`src/rtl/sport_rx_pkg.sv`:
```
package sport_rx_pkg;
  localparam int NUM_IRQ = 4;
  localparam int IRQ_TX  = 0;
  localparam int IRQ_RX  = 1;
  localparam int IRQ_TO  = 2;
  localparam int IRQ_OVR = 3;
  typedef logic [NUM_IRQ-1:0] irq_vec_t;
endpackage

```
`src/rtl/sport_rst_sync.sv`:
```
module sport_rst_sync (
  input  logic clk,
  input  logic rst_n,
  output logic rst_n_sync
);
  logic [1:0] sync_q;

  always_ff @(posedge clk or negedge rst_n) begin
    if (!rst_n) sync_q <= 2'b00;
    else        sync_q <= {sync_q[0], 1'b1};
  end

  assign rst_n_sync = sync_q[1];
endmodule

```
`src/rtl/sport_rx_queue.sv`:
```
module sport_rx_queue #(
  parameter int DEPTH = 8,
  parameter int DW    = 8
) (
  input  logic          clk,
  input  logic          rst_n,
  input  logic          wr_req,
  input  logic [DW-1:0] wr_data,
  input  logic          rd_req,
  input  logic          ovr_clr,
  output logic [DW-1:0] rd_data,
  output logic [$clog2(DEPTH+1)-1:0] level,
  output logic          not_empty,
  output logic          ovr
);
  localparam int AW = (DEPTH > 1) ? $clog2(DEPTH) : 1;
  localparam int CW = $clog2(DEPTH+1);

  logic [DW-1:0] mem [DEPTH];
  logic [AW-1:0] wp_q, wp_d, rp_q, rp_d;
  logic [CW-1:0] level_q, level_d;
  logic          ovr_q, ovr_d;
  logic          full, do_rd, ovr_eff, wr_ok, ovr_hit;

  function automatic logic [AW-1:0] bump(input logic [AW-1:0] p);
    return (p == AW'(DEPTH-1)) ? '0 : p + AW'(1);
  endfunction

  always_comb begin
    full    = (level_q == CW'(DEPTH));
    do_rd   = rd_req && (level_q != '0);
    ovr_eff = ovr_q && !ovr_clr;
    wr_ok   = wr_req && !ovr_eff && (!full || do_rd);
    ovr_hit = wr_req && !ovr_eff && full && !do_rd;
    ovr_d   = ovr_eff || ovr_hit;
    wp_d    = wr_ok ? bump(wp_q) : wp_q;
    rp_d    = do_rd ? bump(rp_q) : rp_q;
    level_d = level_q + CW'(wr_ok) - CW'(do_rd);
  end

  always_ff @(posedge clk or negedge rst_n) begin
    if (!rst_n) begin
      wp_q    <= '0;
      rp_q    <= '0;
      level_q <= '0;
      ovr_q   <= 1'b0;
    end else begin
      wp_q    <= wp_d;
      rp_q    <= rp_d;
      level_q <= level_d;
      ovr_q   <= ovr_d;
    end
  end

  always_ff @(posedge clk) begin
    if (wr_ok) mem[wp_q] <= wr_data;
  end

  assign rd_data   = mem[rp_q];
  assign level     = level_q;
  assign not_empty = (level_q != '0);
  assign ovr       = ovr_q;

  // fill level never passes the depth
  a_r1_no_overflow: assert property (@(posedge clk) disable iff (!rst_n)
    level_q <= CW'(DEPTH));
  // overrun only rises from a completion that met a full queue
  a_r2_ovr_on_done: assert property (@(posedge clk) disable iff (!rst_n)
    $rose(ovr_q) |-> $past(wr_req && full && !rd_req));
  // frames completing under an uncleared overrun are not stored
  a_r4_drop_frames: assert property (@(posedge clk) disable iff (!rst_n)
    (ovr_q && !ovr_clr && wr_req && !rd_req) |=> (level_q == $past(level_q)));
  // clear without a colliding completion drops the flag
  a_r5_clear_ovr: assert property (@(posedge clk) disable iff (!rst_n)
    (ovr_clr && !wr_req) |=> !ovr_q);
endmodule

```
`src/rtl/sport_idle_timer.sv`:
```
module sport_idle_timer #(
  parameter int LIMIT = 32
) (
  input  logic clk,
  input  logic rst_n,
  input  logic tick,
  input  logic restart,
  input  logic armed,
  output logic expired
);
  localparam int TW = $clog2(LIMIT+1);

  logic [TW-1:0] cnt_q, cnt_d;
  logic          at_limit, cnt_en;

  always_comb begin
    at_limit = (cnt_q == TW'(LIMIT));
    cnt_en   = tick && !at_limit;
    if (restart || !armed) cnt_d = '0;
    else if (cnt_en)       cnt_d = cnt_q + TW'(1);
    else                   cnt_d = cnt_q;
  end

  always_ff @(posedge clk or negedge rst_n) begin
    if (!rst_n) cnt_q <= '0;
    else        cnt_q <= cnt_d;
  end

  assign expired = at_limit && armed;

  // a restart removes the timeout on the next cycle
  a_r7_restart_clears: assert property (@(posedge clk) disable iff (!rst_n)
    restart |=> !expired);
  // the timeout only rises on a counted bit period
  a_r6_rise_on_tick: assert property (@(posedge clk) disable iff (!rst_n)
    $rose(expired) |-> $past(tick));
endmodule

```
`src/rtl/sport_irq_merge.sv`:
```
module sport_irq_merge
  import sport_rx_pkg::*;
(
  input  logic     clk,
  input  logic     rst_n,
  input  irq_vec_t raw,
  input  irq_vec_t mask,
  output irq_vec_t masked,
  output logic     any
);
  for (genvar i = 0; i < NUM_IRQ; i++) begin : g_src
    assign masked[i] = raw[i] && mask[i];
  end

  assign any = |masked;

  // the combined line needs an enabled, active source
  a_r10_any_source: assert property (@(posedge clk) disable iff (!rst_n)
    any |-> ((raw & mask) != '0));
endmodule

```
`src/rtl/sport_rx_status.sv`:
```
module sport_rx_status
  import sport_rx_pkg::*;
#(
  parameter int DEPTH    = 8,
  parameter int DW       = 8,
  parameter int IDLE_LIM = 32,
  parameter int RX_LEVEL = 4
) (
  input  logic                clk,
  input  logic                rst_n,
  input  logic                frame_done,
  input  logic [DW-1:0]       frame_data,
  input  logic                xfer_start,
  input  logic                bit_tick,
  input  logic                rd_en,
  input  logic                ovr_clr,
  input  logic                tx_req_in,
  input  logic [NUM_IRQ-1:0]  irq_mask,
  output logic [DW-1:0]       rd_data,
  output logic                rx_not_empty,
  output logic [NUM_IRQ-1:0]  irq_raw,
  output logic [NUM_IRQ-1:0]  irq_masked,
  output logic                irq_any
);
  localparam int CW = $clog2(DEPTH+1);

  logic          rst_n_s;
  logic [CW-1:0] level;
  logic          not_empty, ovr, timeout, idle_restart;
  irq_vec_t      raw_vec;

  sport_rst_sync u_rst (
    .clk        (clk),
    .rst_n      (rst_n),
    .rst_n_sync (rst_n_s)
  );

  sport_rx_queue #(.DEPTH(DEPTH), .DW(DW)) u_queue (
    .clk       (clk),
    .rst_n     (rst_n_s),
    .wr_req    (frame_done),
    .wr_data   (frame_data),
    .rd_req    (rd_en),
    .ovr_clr   (ovr_clr),
    .rd_data   (rd_data),
    .level     (level),
    .not_empty (not_empty),
    .ovr       (ovr)
  );

  assign idle_restart = xfer_start || rd_en || ovr_clr;

  sport_idle_timer #(.LIMIT(IDLE_LIM)) u_idle (
    .clk     (clk),
    .rst_n   (rst_n_s),
    .tick    (bit_tick),
    .restart (idle_restart),
    .armed   (not_empty),
    .expired (timeout)
  );

  always_comb begin
    raw_vec          = '0;
    raw_vec[IRQ_TX]  = tx_req_in;
    raw_vec[IRQ_RX]  = (level >= CW'(RX_LEVEL));
    raw_vec[IRQ_TO]  = timeout;
    raw_vec[IRQ_OVR] = ovr;
  end

  sport_irq_merge u_merge (
    .clk    (clk),
    .rst_n  (rst_n_s),
    .raw    (raw_vec),
    .mask   (irq_mask),
    .masked (irq_masked),
    .any    (irq_any)
  );

  assign irq_raw      = raw_vec;
  assign rx_not_empty = not_empty;

  // no timeout on an empty queue
  a_r6_needs_data: assert property (@(posedge clk) disable iff (!rst_n_s)
    timeout |-> not_empty);
endmodule

```
`config.mk`:
```
export PLATFORM = sky130hd
export DESIGN_NAME = sport_rx_status
export DESIGN_NICKNAME = d
export VERILOG_FILES = /design/src/rtl/sport_rx_pkg.sv /design/src/rtl/sport_rst_sync.sv /design/src/rtl/sport_rx_queue.sv /design/src/rtl/sport_idle_timer.sv /design/src/rtl/sport_irq_merge.sv /design/src/rtl/sport_rx_status.sv
export SDC_FILE = /design/constraint.sdc
export NUM_CORES = 1
export LEC_CHECK = 0
export BUFFER_PORTS_ARGS = -buffer_cell sky130_fd_sc_hd__clkbuf_2
export CAP_MARGIN = 20
export CORE_ASPECT_RATIO = 2
export CORE_MARGIN = 2
export CORE_UTILIZATION = 55
export DETAILED_ROUTE_END_ITERATION = 10
export HOLD_SLACK_MARGIN = 0.12
export PLACE_DENSITY = 0.79
export SKIP_LAST_GASP = 1
export SLEW_MARGIN = 5
export SYNTH_ARGS = -nofsm -noshare
export SYNTH_HDL_FRONTEND = slang
export SYNTH_SLANG_ARGS = --single-unit
```
`constraint.sdc`:
```
create_clock -name clk -period 1.6 [get_ports clk]
set_input_delay 0 -clock clk [delete_from_list [all_inputs] [get_ports clk]]
set_output_delay 0 -clock clk [all_outputs]
set_load 0.01 [all_outputs]
```
==> results.md, run 1 <==
- The run finished, with violations left.
- The final reports fail on negative setup slack.
- For this run, the detailed router's first-pass iteration total came to 4.
- The number of core rows is 42.
- The floorplan step defined a die boundary enclosing 7377 um^2.
- The reported net switching power is 2.674 mW.
- The number of antenna violations at the first check in global routing is 0.
- The share of total power in sequential cells is 33.0%.
- In this run the number of H-tree levels came out at 3.
- The root buffer cell chosen for the clock tree is sky130_fd_sc_hd__clkbuf_16.
- In this run the most critical hold path is launched from tx_req_in.
- By area, the combinational part of the netlist is dominated by multiplexers.
- The slew at the pin closest to its max-slew limit is 0.9668 ns.
- In this run the remaining antenna-violating nets after routing total 0.
- The final antenna diode count is 0.
- The synthesized netlist devotes less than 1% of its cell area to XOR and XNOR gates.
- Of the total power, combinational logic draws 44.3%.
- The area of the mapped netlist is about 3700 um^2.
- Ranked by total cell area, the synthesized netlist is headed by sky130_fd_sc_hd__edfxtp_1 (52%), sky130_fd_sc_hd__dfrtp_1 (13%), sky130_fd_sc_hd__mux4_2 (6.8%).
- The delay of the slowest cell on the worst path is 0.40 ns.
- The Yosys step of the flow raised 0 warnings.
- Setup violations remaining at the end of the flow were counted as 92.
- From synthesis to final layout, the design area changed by 36.54%.
- The critical path class is reg -> reg.
- The synthesized-area fraction occupied by ao, oa, aoi and oai cells is 2.593%.
- The worst register-to-register path ends at u_queue.level[3]$_DFF_PN0_.
- The mean cell area of the mapped netlist is approximately 18 um^2.
- After legalization and detailed placement, the total HPWL measured 4406 um.
- The maximum clock frequency is 0.4788 GHz.
- In the synthesized netlist the async set-or-reset flop fraction comes to 22.89%.
- For this run, the number of standard cells in the final layout without fillers is 401.
- Dividing total power by cell area gives a power density of between 1500 and 2000 nW/um^2.
- The clock net in this run drives a total of 83 sinks.
- The global placer's final weighted congestion is 0.7650.
- The worst setup path is launched from a register.
- The critical path goes through inv_2 -> buf_6 -> ha_4 -> or3b_4 -> nand2_4 -> or2_4 -> ha_4 -> a21o_1 -> a21oi_2 -> xor2_1.
- Across all register-to-register paths, the minimum setup slack is -0.49 ns.
- For hold timing, the worst endpoint is irq_raw[0].
- Across the run, the number of max-cap violations was 0.
- The first global-routing pass estimated 11520 um of wire.
- The CTS tree is done.
- The final hold slack is around 0.21 ns.
- The worst slack at placement is -0.6082 ns.
- The post-synthesis mux area share is 16.58%.
- In this run, synthesis produced a sequential element count of 83.
- The type of destination of the critical path is a register.
- The cell family contributing the most delay on the critical path is simple AND/OR/NAND/NOR gates.
- The per-cell routed wire length is 18.70 um.
- The detailed-route via count is approximately 2200.
- Dividing the detail-routed via count by the number of cells gives 5.449.
- The worst endpoint data arrival time is 2.34 ns.
- The total length of routed wires is 7498 um.
- The number of port buffers is 37.
- The startpoint of the lowest-slack register-to-register path is u_queue.level[2]$_DFF_PN0_.
- After clock tree synthesis, the clock-pin slew on the worst setup and hold paths is about 0.060 ns.
- Setup repair after global routing could not meet its margin everywhere.
- The minimum clock period is 2.088 ns.
- The maximum VDD drop is 1.374 mV.
- The worst register-to-register path has a depth of 10.
- The ratio of cells with drive above 1 in the final layout is 50.80%.
- The library cells used most frequently in the layout, excluding fill and tap cells, are sky130_fd_sc_hd__edfxtp_1 (64), sky130_fd_sc_hd__clkbuf_2 (29), sky130_fd_sc_hd__buf_4 (29).
- The worst hold path belongs to the class in -> out.
- Once routing completed, OpenROAD measured the worst setup slack at -0.4885 ns.
- The largest fanout on the critical path is 3.
- The hold violation total from the final report is 0.
- Pin placement for this block handled 38 I/O pins.
- The critical path contains buffers and inverters numbering 2 combined.
- The buffer levels on the longest clock path is 2.
- The final-report max-slew violation count came to 0.
- The final critical-path share of the clock period is 130.5%.
- The largest individual stage delay along the critical path comes from the cell sky130_fd_sc_hd__or3b_4.
- Counting instances, the worst hold path has a depth of 2.
- The number of clock buffers added by TritonCTS is 9.
- The number of nets in the layout is about 340.
- The leading area contributor after synthesis is sky130_fd_sc_hd__edfxtp_1.
- The x dimension of the die is roughly 60 um.
- The post-synth net total is 242.
- Synthesis produced a netlist whose cell count is between 200 and 250.
- The most used flip-flop cell after synthesis is sky130_fd_sc_hd__edfxtp_1.
- Counting tap cells, the placed design contains a total of 351 instances.
- The floorplan step set the die height to 119.5 um.
- Summed over all cells, the static leakage comes to just under 2 nW.
- The total DRC errors in the routed layout is 0.
- The largest net degree at the start of global routing is 18.
- The most common cell type on the critical path is sky130_fd_sc_hd__ha_4.
- For the worst setup path, the data required time is approximately 1.9 ns.
- Once the floorplan was initialized, standard cells occupied 56.28% of the core.
- After Yosys synthesis, full adders, half adders and majority gates account for between 4 and 5% of the synthesized area.
- The number of violations reported at the end of detailed-routing iteration 0 is 109.
- Global routing finished with a remaining overflow of 0.
- Total power for the finished layout comes to 8.850 mW.
- The relative contribution of the clock network to total power is 22.6%.
- Summing the sequential cell areas from Yosys gives around 65% of the chip area.
- The final worst clock skew is 0.005460 ns.
- The later-pin clock latency in the skew report is 0.33 ns.
- The final core utilization is 76.84%.
- The floorplan step defined a core boundary enclosing 6516 um^2.
- Net switching is 30.21% of the power.
- The internal power is 6.177 mW.
- The number of enable flip-flop cells after synthesis is 64.
- In this run, distinct cell masters in the synthesized netlist total between 40 and 50.
- The number of global-route vias before repair was 2286.
- Across every metal layer, demand over resource in global routing totals a little under a quarter.
- In this run the tightest slew margin relative to its limit is between 30% and 40%.
- The fraction of the mapped netlist area in simple logic gates is under 10%.
- Summed over its instances, the top area cell type makes up 52.41% of the synthesized netlist area.
- The library cell used most frequently in the layout, excluding fill and tap cells, is sky130_fd_sc_hd__edfxtp_1.
## per-layer routing
metal | up-vias | share of wire, % | track usage, % | wire [um]
met4 | 0 | 1.1 | 7.580 | 85
met5 | - | 0 | 0 | 0
li1 | 998 | - | - | -
met1 | 1129 | 38 | 28.37 | 2844
met3 | 7 | 2.9 | 4.995 | 216
met2 | 51 | 58 | 37.30 | 4351
## registers in the layout (all words and copies together), names as in the netlist
name	cells
u_queue.ovr	1
u_queue.rp_q	3
u_queue.wp_q	3
u_queue.mem	64
u_queue.level	4
u_idle.cnt_q	6
u_rst.sync_q	2
## synth_stat cells, types with 2 or more instances
cell type and instances:
sky130_fd_sc_hd__ha_1 12, sky130_fd_sc_hd__nand2b_1 3, sky130_fd_sc_hd__mux2_4 11, sky130_fd_sc_hd__and2_1 3
sky130_fd_sc_hd__nand3_1 4, sky130_fd_sc_hd__nor4_1 2, sky130_fd_sc_hd__xor2_1 3, sky130_fd_sc_hd__a21oi_1 3
sky130_fd_sc_hd__nand2_1 6, sky130_fd_sc_hd__nor2b_1 3, sky130_fd_sc_hd__inv_1 10, sky130_fd_sc_hd__nor2_1 9
sky130_fd_sc_hd__or3_1 2, sky130_fd_sc_hd__nand4_1 2, sky130_fd_sc_hd__mux2i_1 3, sky130_fd_sc_hd__buf_4 4
sky130_fd_sc_hd__mux4_1 5, sky130_fd_sc_hd__edfxtp_1 64, sky130_fd_sc_hd__dfrtp_1 19, sky130_fd_sc_hd__mux2_2 3
sky130_fd_sc_hd__nor3_1 5, sky130_fd_sc_hd__mux4_2 11
## worst max path at each step
stage,start,end,slack (ns),cells past startpoint
2_1_floorplan,u_queue.level[2]$_DFF_PN0_,u_queue.level[1]$_DFF_PN0_,-0.44,9
3_3_place_gp,u_queue.level[2]$_DFF_PN0_,u_queue.level[1]$_DFF_PN0_,-0.51,10
3_5_place_dp,u_queue.level[2]$_DFF_PN0_,u_queue.level[1]$_DFF_PN0_,-0.61,10
4_1_cts,u_queue.level[2]$_DFF_PN0_,u_queue.level[1]$_DFF_PN0_,-0.45,10
5_1_grt,u_queue.level[2]$_DFF_PN0_,u_queue.level[1]$_DFF_PN0_,-0.53,10
6_report,u_queue.level[2]$_DFF_PN0_,u_queue.level[3]$_DFF_PN0_,-0.49,10
## power groups by stage
stage,combinational [mW],clock (mW),sequential (mW)
floorplan,2.01,0,2.95
global placement,2.87,0,2.90
detailed placement,2.98,0,2.93
CTS,3.54,2.03,2.93
global route,4.21,2.11,2.95
finish,3.92,2.00,2.92
## what timing repair did
action,CTS,global route
hold buffers,14,0
pin swaps,8,10
resized for setup,30,46
setup buffers,13,9
cloned,2,0
hold endpoints to repair,73,0
endpoints found under the setup margin,86,92
## stage by stage
| step | instance area (um^2) | setup TNS, ns |
|---|---|---|
| after floorplan | 3712 | -20.94 |
| after global placement | 4150 | -21.89 |
| after detailed placement | 4150 | -26.64 |
| after CTS | 4843 | -27.95 |
| after global routing | 5007 | -35.71 |
| final | 5007 | -31.12 |
## kinds of logic (layout without fill, tap and decap cells)
family,Yosys count,count (layout)
buffers and inverters,19,123
muxes,33,33
xor gates and xnor gates,4,4
adders and majority gates,13,13
AOI/OAI and AO/OA,11,11
and+or+nand+nor,45,45
other,1,1
DFF,83,83
## cell type report
class                   count  area [um^2]
flip-flops and latches     83         2399
fillers                   383         1509
multi-input cells         107         1349
repair buffers             97        817.0
clock buffers              10        229.0
well taps                  88        110.1
clock inverters             6        63.81
inverters                  10        40.04
Power figures use the tool's default switching activity.
==> run 2: changes to the inputs <==
- clock period: 1.6 -> 2.3 ns (I/O delays scaled with it)
==> results.md, run 2 (synthesis results as in run 1) <==
- Run status: complete, no violations (was finished, violations left).
- The multi-input gate area in the final layout is 1159 um^2 (was 1349 um^2).
- The height of the die is 119.5 um (unchanged).
- The total length of routed wires came to 6434 um (was 7498 um).
- The final antenna diode count was 0 (unchanged).
- The die area was 7377 um^2 (unchanged).
- The number of core rows is 42 (unchanged).
- The per-cell routed wire length was 17.58 um (was 18.70 um).
- The final-report max-slew violation count came to 0 (unchanged).
- The largest fanout on the critical path is 9 (was 3).
- The number of port buffers came to 37 (unchanged).
- The number of optimization iterations in the first detailed-route pass is 4 (unchanged).
- The largest net degree at the start of global routing is 20 (was 18).
- The instance count after placement with tap cells included is 334 (was 351).
- The data required time at the worst endpoint is 2.51 ns (was 1.85 ns).
- The number of standard cells in the layout, taps in and fillers out is 366 (was 401).
- The most frequent standard cell in the layout excluding fill and tap cells was sky130_fd_sc_hd__edfxtp_1 (unchanged).
- The final total power was 5.225 mW (was 8.850 mW).
- The placement-stage cell area is 3956 um^2 (was 4150 um^2).
- The placeable core region is 6516 um^2 (unchanged).
- Setup repair after global routing missed its margin: no (was yes).
- The number of clock sinks seen by CTS is 83 (unchanged).
- The number of buffers and inverters on the critical path was 3 (was 2).
- The total I/O pin count is 38 (unchanged).
- The class of the tightest hold or removal check is in -> reg (was in -> out).
- The ratio of cells with drive above 1 in the final layout came to 33.45% (was 50.80%).
- The final critical-path share of the clock period is 94.75% (was 130.5%).
- The overall routing resource usage is 20.16% (was 22.52%).
- The hold violation total from the final report is 0 (unchanged).
- The slew at the pin closest to its max-slew limit was 0.8310 ns (was 0.9668 ns).
- The type of destination of the critical path is a register (unchanged).
- The total DRC errors in the routed layout is 0 (unchanged).
- The worst slack at placement is 0.1355 ns (was -0.6082 ns).
- The number of flip-flops in the largest register is 64 (unchanged).
- The via density per instance came to 5.478 (was 5.449).
- The estimated wirelength of the detail-placed design is 4075 um (was 4406 um).
- The register containing the most flip-flops in the final layout was u_queue.mem (unchanged).
- The final worst clock skew came to 0.004470 ns (was 0.005460 ns).
- The area of all placed cells without fillers came to 4417 um^2 (was 5007 um^2).
- The number of violations reported at the end of detailed-routing iteration 0 is 103 (was 109).
- The total congestion overflow after global routing is 0 (unchanged).
- The global-route wire length before repair came to 10530 um (was 11520 um).
- The aggregate negative setup slack was 0 ns (was -31.12 ns).
- The final core utilization is 67.78% (was 76.84%).
- The delay of the slowest cell on the worst path is 0.56 ns (was 0.40 ns).
- The final hold slack was 0.1262 ns (was 0.2083 ns).
- The H-tree level count was 3 (unchanged).
- The maximum VDD drop was 0.8387 mV (was 1.374 mV).
- The x dimension of the die is 61.74 um (unchanged).
- The maximum clock frequency is 0.4589 GHz (was 0.4788 GHz).
- The worst slew margin relative to its limit was 44.39% (was 35.05%).
- The cell leakage power is 1.729 nW (was 1.954 nW).
- The area overhead of the layout relative to synthesis is 20.44% (was 36.54%).
- The critical-path cell with the highest stage delay is sky130_fd_sc_hd__dlygate4sd3_1 (was sky130_fd_sc_hd__or3b_4).
- The global placer's final weighted congestion is 0.7507 (was 0.7650).
- The minimum clock period was 2.179 ns (was 2.088 ns).
- The number of buffers created by CTS came to 9 (unchanged).
- The clock-pin slew of the registers on the worst-case setup and hold paths is 0.06 ns (about the same).
- Most frequent cells in the layout: sky130_fd_sc_hd__edfxtp_1 (64), sky130_fd_sc_hd__clkbuf_2 (37), sky130_fd_sc_hd__dfrtp_1 (19) (was sky130_fd_sc_hd__edfxtp_1 (64), sky130_fd_sc_hd__clkbuf_2 (29), sky130_fd_sc_hd__buf_4 (29)).
- The final setup violation count came to 0 (was 92).
- The number of antenna violations at the first check in global routing is 0 (unchanged).
- The clock root buffer master is sky130_fd_sc_hd__clkbuf_16 (unchanged).
- The final worst setup slack is 0.1209 ns (was -0.4885 ns).
- The power density over cell area came to 1183 nW/um^2 (was 1767 nW/um^2).
- The cell family contributing the most delay on the critical path is buffers and inverters (was simple AND/OR/NAND/NOR gates).
- The area used by sequential logic in the layout came to 2397 um^2 (was 2399 um^2).
- The worst endpoint data arrival time came to 2.39 ns (was 2.34 ns).
- The detailed-route via count is 2005 (was 2185).
- The number of global-route vias before repair is 2156 (was 2286).
- The number of max-cap violations was 0 (unchanged).
- The fill cell instance count of the final layout is 463 (was 383).
- The CTS tree is done (unchanged).
- The buffer levels on the longest clock path is 2 (unchanged).
- The starting density of the core is 56.28% (unchanged).
- The critical path class is reg -> reg (unchanged).
- The later-pin clock latency in the skew report is 0.33 ns (about the same).
- The remaining number of nets flagged by the antenna check after routing is 0 (unchanged).
- Critical path cell sequence: inv_1 -> ha_1 -> or3b_2 -> buf_4 -> nand2_1 -> a21oi_1 -> dlygate4sd3_1 (was inv_2 -> buf_6 -> ha_4 -> or3b_4 -> nand2_4 -> or2_4 -> ha_4 -> a21o_1 -> a21oi_2 -> xor2_1).
- The number of nets in the layout is 306 (was 341).
- The type of origin of the critical path is a register (unchanged).
==> run 2: changes by cell type in the layout (fill, tap and decap cells not counted), moves of 4 or more <==
cell	before	now
sky130_fd_sc_hd__buf_4	29	9
sky130_fd_sc_hd__buf_6	19	0
sky130_fd_sc_hd__buf_8	4	0
sky130_fd_sc_hd__clkbuf_2	29	37
sky130_fd_sc_hd__ha_1	8	12
sky130_fd_sc_hd__ha_4	4	0
sky130_fd_sc_hd__mux4_1	0	5
sky130_fd_sc_hd__mux4_2	16	11
sky130_fd_sc_hd__nand3_1	0	4
sky130_fd_sc_hd__nand3_2	4	0
sky130_fd_sc_hd__nor3_1	1	5
sky130_fd_sc_hd__nor3_4	4	0
==> run 2: final timing paths <==
kind,start,to,slack [ns],depth (start not counted)
worst max-delay path,u_queue.level[3]$_DFF_PN0_,u_idle.cnt_q[2]$_DFFE_PN0P_,0.12,7
worst min-delay path,ovr_clr,u_queue.ovr$_DFF_PN0_,0.13,3
worst max register to register,u_queue.level[3]$_DFF_PN0_,u_idle.cnt_q[2]$_DFFE_PN0P_,0.12,7
worst min register to register,u_rst.sync_q[1]$_DFF_PN0_,u_queue.wp_q[2]$_DFFE_PN0P_,0.28,0
max in group asynchronous,u_rst.sync_q[1]$_DFF_PN0_,u_queue.level[0]$_DFF_PN0_,1.58,0
min in group asynchronous,u_rst.sync_q[1]$_DFF_PN0_,u_queue.wp_q[2]$_DFFE_PN0P_,0.28,0
==> run 2: timing repair <==
item,4_1_cts,5_1_grt
resized for setup,0,1
setup endpoints to repair,0,1
buffers inserted,0,0
hold endpoints to repair,77,0
hold buffers,16,0
==> run 2: final cells by class <==
| type | count | area share [%] |
|---|---|---|
| clock buffers | 9 | 5.099 |
| clock inverters | 7 | 1.700 |
| inverters | 10 | 0.8499 |
| flip-flops and latches | 83 | 54.28 |
| well taps | 88 | 2.493 |
| repair buffers | 62 | 9.348 |
| multi-input cells | 107 | 26.23 |
==> run 2: metal layers <==
layer	global-route usage (%)	up-vias	wire length, um
met5	0	-	0
met4	5.585	0	65
met3	4.886	5	184
met2	33.22	29	3646
met1	26.00	1036	2538
li1	-	935	-
==> run 2: tightest hold or removal path: stages <==
cell and delay (ns):
sky130_fd_sc_hd__clkbuf_2 0.09, sky130_fd_sc_hd__nand2b_1 0.22, sky130_fd_sc_hd__o31ai_1 0.11
==> run 2: where the power goes <==
group / internal (mW) / switching (mW) / leakage, nW / total [mW]
Sequential: 1.90 / 0.248 / 0.819 / 2.15
Combinational: 0.940 / 0.723 / 0.769 / 1.66
Clock: 0.845 / 0.569 / 0.140 / 1.41
==> run 3: changes to the inputs <==
- CTS_BUF_LIST: unset -> sky130_fd_sc_hd__clkbuf_4
- PLACE_DENSITY: 0.79 -> 0.73
==> results.md, run 3 (synthesis results as in run 1) <==
- The number of nets in the layout is 307 (was 306).
- The placeable core region came to 6516 um^2 (unchanged).
- The total length of routed wires is 6143 um (was 6434 um).
- The largest net degree at the start of global routing is 20 (unchanged).
- The H-tree level count was 3 (unchanged).
- The maximum clock frequency is 0.4628 GHz (was 0.4589 GHz).
- Setup repair after global routing missed its margin: no (unchanged).
- The data required time at the worst endpoint is 2.67 ns (was 2.51 ns).
- The final antenna diode count is 0 (unchanged).
- Most frequent cells in the layout: sky130_fd_sc_hd__edfxtp_1 (64), sky130_fd_sc_hd__clkbuf_2 (37), sky130_fd_sc_hd__dfrtp_1 (19) (unchanged).
- The hold violation total from the final report is 0 (unchanged).
- The final setup violation count is 0 (unchanged).
- The final worst clock skew was 0.009051 ns (was 0.004470 ns).
- The via density per instance was 5.406 (was 5.478).
- The cell leakage power was 1.672 nW (was 1.729 nW).
- The reported net switching power is 1.432 mW (was 1.540 mW).
- The clock-pin slew of the registers on the worst-case setup and hold paths came to 0.12 ns (was 0.06 ns).
- The depth of the worst hold-timing path is 5 (was 3).
- The number of buffers created by CTS was 9 (unchanged).
- The number of violations reported at the end of detailed-routing iteration 0 is 119 (was 103).
- The area of all placed cells without fillers was 4267 um^2 (was 4417 um^2).
- The relative contribution of the clock network to total power was 17.8% (was 27.1%).
- The reg-to-reg critical path endpoint is u_queue.level[3]$_DFF_PN0_ (was u_idle.cnt_q[2]$_DFFE_PN0P_).
- The largest fanout on the critical path is 6 (was 9).
- The die area is 7377 um^2 (unchanged).
- The power density over cell area is 1082 nW/um^2 (was 1183 nW/um^2).
- The area overhead of the layout relative to synthesis is 16.34% (was 20.44%).
- The number of clock sinks seen by CTS is 83 (unchanged).
- The x dimension of the die is 61.74 um (unchanged).
- The critical path class is reg -> reg (unchanged).
- The class of the tightest hold or removal check is in -> reg (unchanged).
- The number of max-cap violations is 0 (unchanged).
- The ratio of cells with drive above 1 in the final layout is 33.69% (was 33.45%).
- The relative contribution of combinational cells to total power was 35.6% (was 31.8%).
- The worst endpoint data arrival time is 2.53 ns (was 2.39 ns).
- The number of port buffers is 37 (unchanged).
- The number of antenna violations at the first check in global routing was 0 (unchanged).
- The maximum VDD drop was 0.6358 mV (was 0.8387 mV).
- The placement-stage cell area is 3956 um^2 (unchanged).
- The global-route wire length before repair is 10120 um (was 10530 um).
- The startpoint of the lowest-slack register-to-register path is u_queue.level[3]$_DFF_PN0_ (unchanged).
- The starting density of the core is 56.28% (unchanged).
- The worst slew margin relative to its limit is 48.58% (was 44.39%).
- The internal power was 3.185 mW (was 3.685 mW).
- The type of destination of the critical path is a register (unchanged).
- The number of optimization iterations in the first detailed-route pass was 4 (unchanged).
- The slack of the worst reg-to-reg path is 0.14 ns (was 0.12 ns).
- The final-report max-slew violation count is 0 (unchanged).
- The total I/O pin count is 38 (unchanged).
- The endpoint of the worst hold-timing path is u_queue.level[0]$_DFF_PN0_ (was u_queue.ovr$_DFF_PN0_).
- The buffer levels on the longest clock path is 2 (unchanged).
- The startpoint of the tightest hold check path is ovr_clr (unchanged).
- The number of global-route vias before repair is 2008 (was 2156).
- The fill cell instance count of the final layout came to 512 (was 463).
- The final critical-path share of the clock period was 93.94% (was 94.75%).
- The global placer's final weighted congestion was 0.7411 (was 0.7507).
- The later-pin clock latency in the skew report is 0.44 ns (was 0.33 ns).
- The switching power as a share of total power came to 31.02% (was 29.47%).
- The final core utilization is 65.48% (was 67.78%).
- The register containing the most flip-flops in the final layout is u_queue.mem (unchanged).
- The minimum clock period was 2.161 ns (was 2.179 ns).
- The slew at the pin closest to its max-slew limit is 0.7685 ns (was 0.8310 ns).
- The share of total power in sequential cells is 46.5% (was 41.1%).
- The overall routing resource usage came to 19.58% (was 20.16%).
- The number of flip-flops in the largest register is 64 (unchanged).
- The number of core rows was 42 (unchanged).
- The CTS tree is done (unchanged).
- The most frequent standard cell in the layout excluding fill and tap cells is sky130_fd_sc_hd__edfxtp_1 (unchanged).
- Run status: complete, no violations (unchanged).
- The final total power came to 4.617 mW (was 5.225 mW).
- The detailed-route via count is 1984 (was 2005).
- The worst-case reg-to-reg path depth was 9 (was 7).
- The total DRC errors in the routed layout came to 0 (unchanged).
- The estimated wirelength of the detail-placed design is 4173 um (was 4075 um).
- The height of the die is 119.5 um (unchanged).
- The total congestion overflow after global routing is 0 (unchanged).
- The per-cell routed wire length was 16.74 um (was 17.58 um).
- The aggregate negative setup slack is 0 ns (unchanged).
- The type of origin of the critical path is a register (unchanged).
- The remaining number of nets flagged by the antenna check after routing is 0 (unchanged).
- The clock root buffer master is sky130_fd_sc_hd__clkbuf_4 (was sky130_fd_sc_hd__clkbuf_16).
-- run 3: final cells by class --
type	instances	area [um^2]	area share [%]
well taps	88	110.1	2.581
inverters	10	37.54	0.8798
clock inverters	6	65.06	1.525
flip-flops and latches	83	2397	56.19
clock buffers	10	75.07	1.760
multi-input cells	107	1159	27.16
repair buffers	63	422.9	9.912
-- run 3: how the worst max path moves through the flow --
stage | cells after the start | start | slack [ns] | end
after floorplan | 5 | u_queue.level[2]$_DFF_PN0_ | 0.1 | u_queue.mem[0][0]$_DFFE_PP_
after global placement | 9 | u_queue.level[2]$_DFF_PN0_ | 0.18 | u_queue.level[3]$_DFF_PN0_
after detailed placement | 9 | u_queue.level[2]$_DFF_PN0_ | 0.12 | u_queue.level[1]$_DFF_PN0_
after CTS | 9 | u_queue.level[2]$_DFF_PN0_ | 0.08 | u_queue.level[3]$_DFF_PN0_
after global routing | 9 | u_queue.level[2]$_DFF_PN0_ | 0.03 | u_queue.level[1]$_DFF_PN0_
final | 9 | u_queue.level[3]$_DFF_PN0_ | 0.14 | u_queue.level[3]$_DFF_PN0_
-- run 3: power by group through the flow --
stage	clock, mW	sequential (mW)	combinational (mW)
2_1_floorplan	0	2.03	1.35
3_5_place_dp	0	2.19	1.65
5_1_grt	0.901	2.18	1.82
3_3_place_gp	0	2.17	1.59
4_1_cts	0.847	2.16	1.68
6_report	0.823	2.15	1.64
-- run 3: metal layers --
layer	vias to the layer above	global-route usage, %	routed length [um]	share of wire [%]
met5	-	0	0	0
met4	0	7.181	114	1.9
li1	936	-	-	-
met3	8	5.212	210	3.4
met2	32	30.59	3331	54
met1	1008	25.89	2486	40
-- run 3: what timing repair did --
item                                    CTS  global route
setup buffers                             0             0
gates resized for setup                   0             1
hold endpoints to repair                 80             0
endpoints found under the setup margin    0             3
hold buffers                             17             0
-- run 3: per-stage QoR --
stage,hold slack (ns),worst slack (ns),std cells
4_1_cts,0.1594,0.08080,367
3_3_place_gp,-0.2157,0.1793,334
5_1_grt,0.2149,0.03309,367
6_report,0.1761,0.1393,367
2_1_floorplan,-0.2956,0.09706,209
3_5_place_dp,-0.2117,0.1227,334
-- run 3: critical path: stages (launching register included) --
cell	delay, ns
sky130_fd_sc_hd__dfrtp_1	0.40
sky130_fd_sc_hd__inv_1	0.09
sky130_fd_sc_hd__ha_1	0.16
sky130_fd_sc_hd__or3b_2	0.50
sky130_fd_sc_hd__nand2_4	0.13
sky130_fd_sc_hd__or2_2	0.11
sky130_fd_sc_hd__ha_1	0.21
sky130_fd_sc_hd__a21o_1	0.18
sky130_fd_sc_hd__a21oi_1	0.16
sky130_fd_sc_hd__xor2_1	0.15
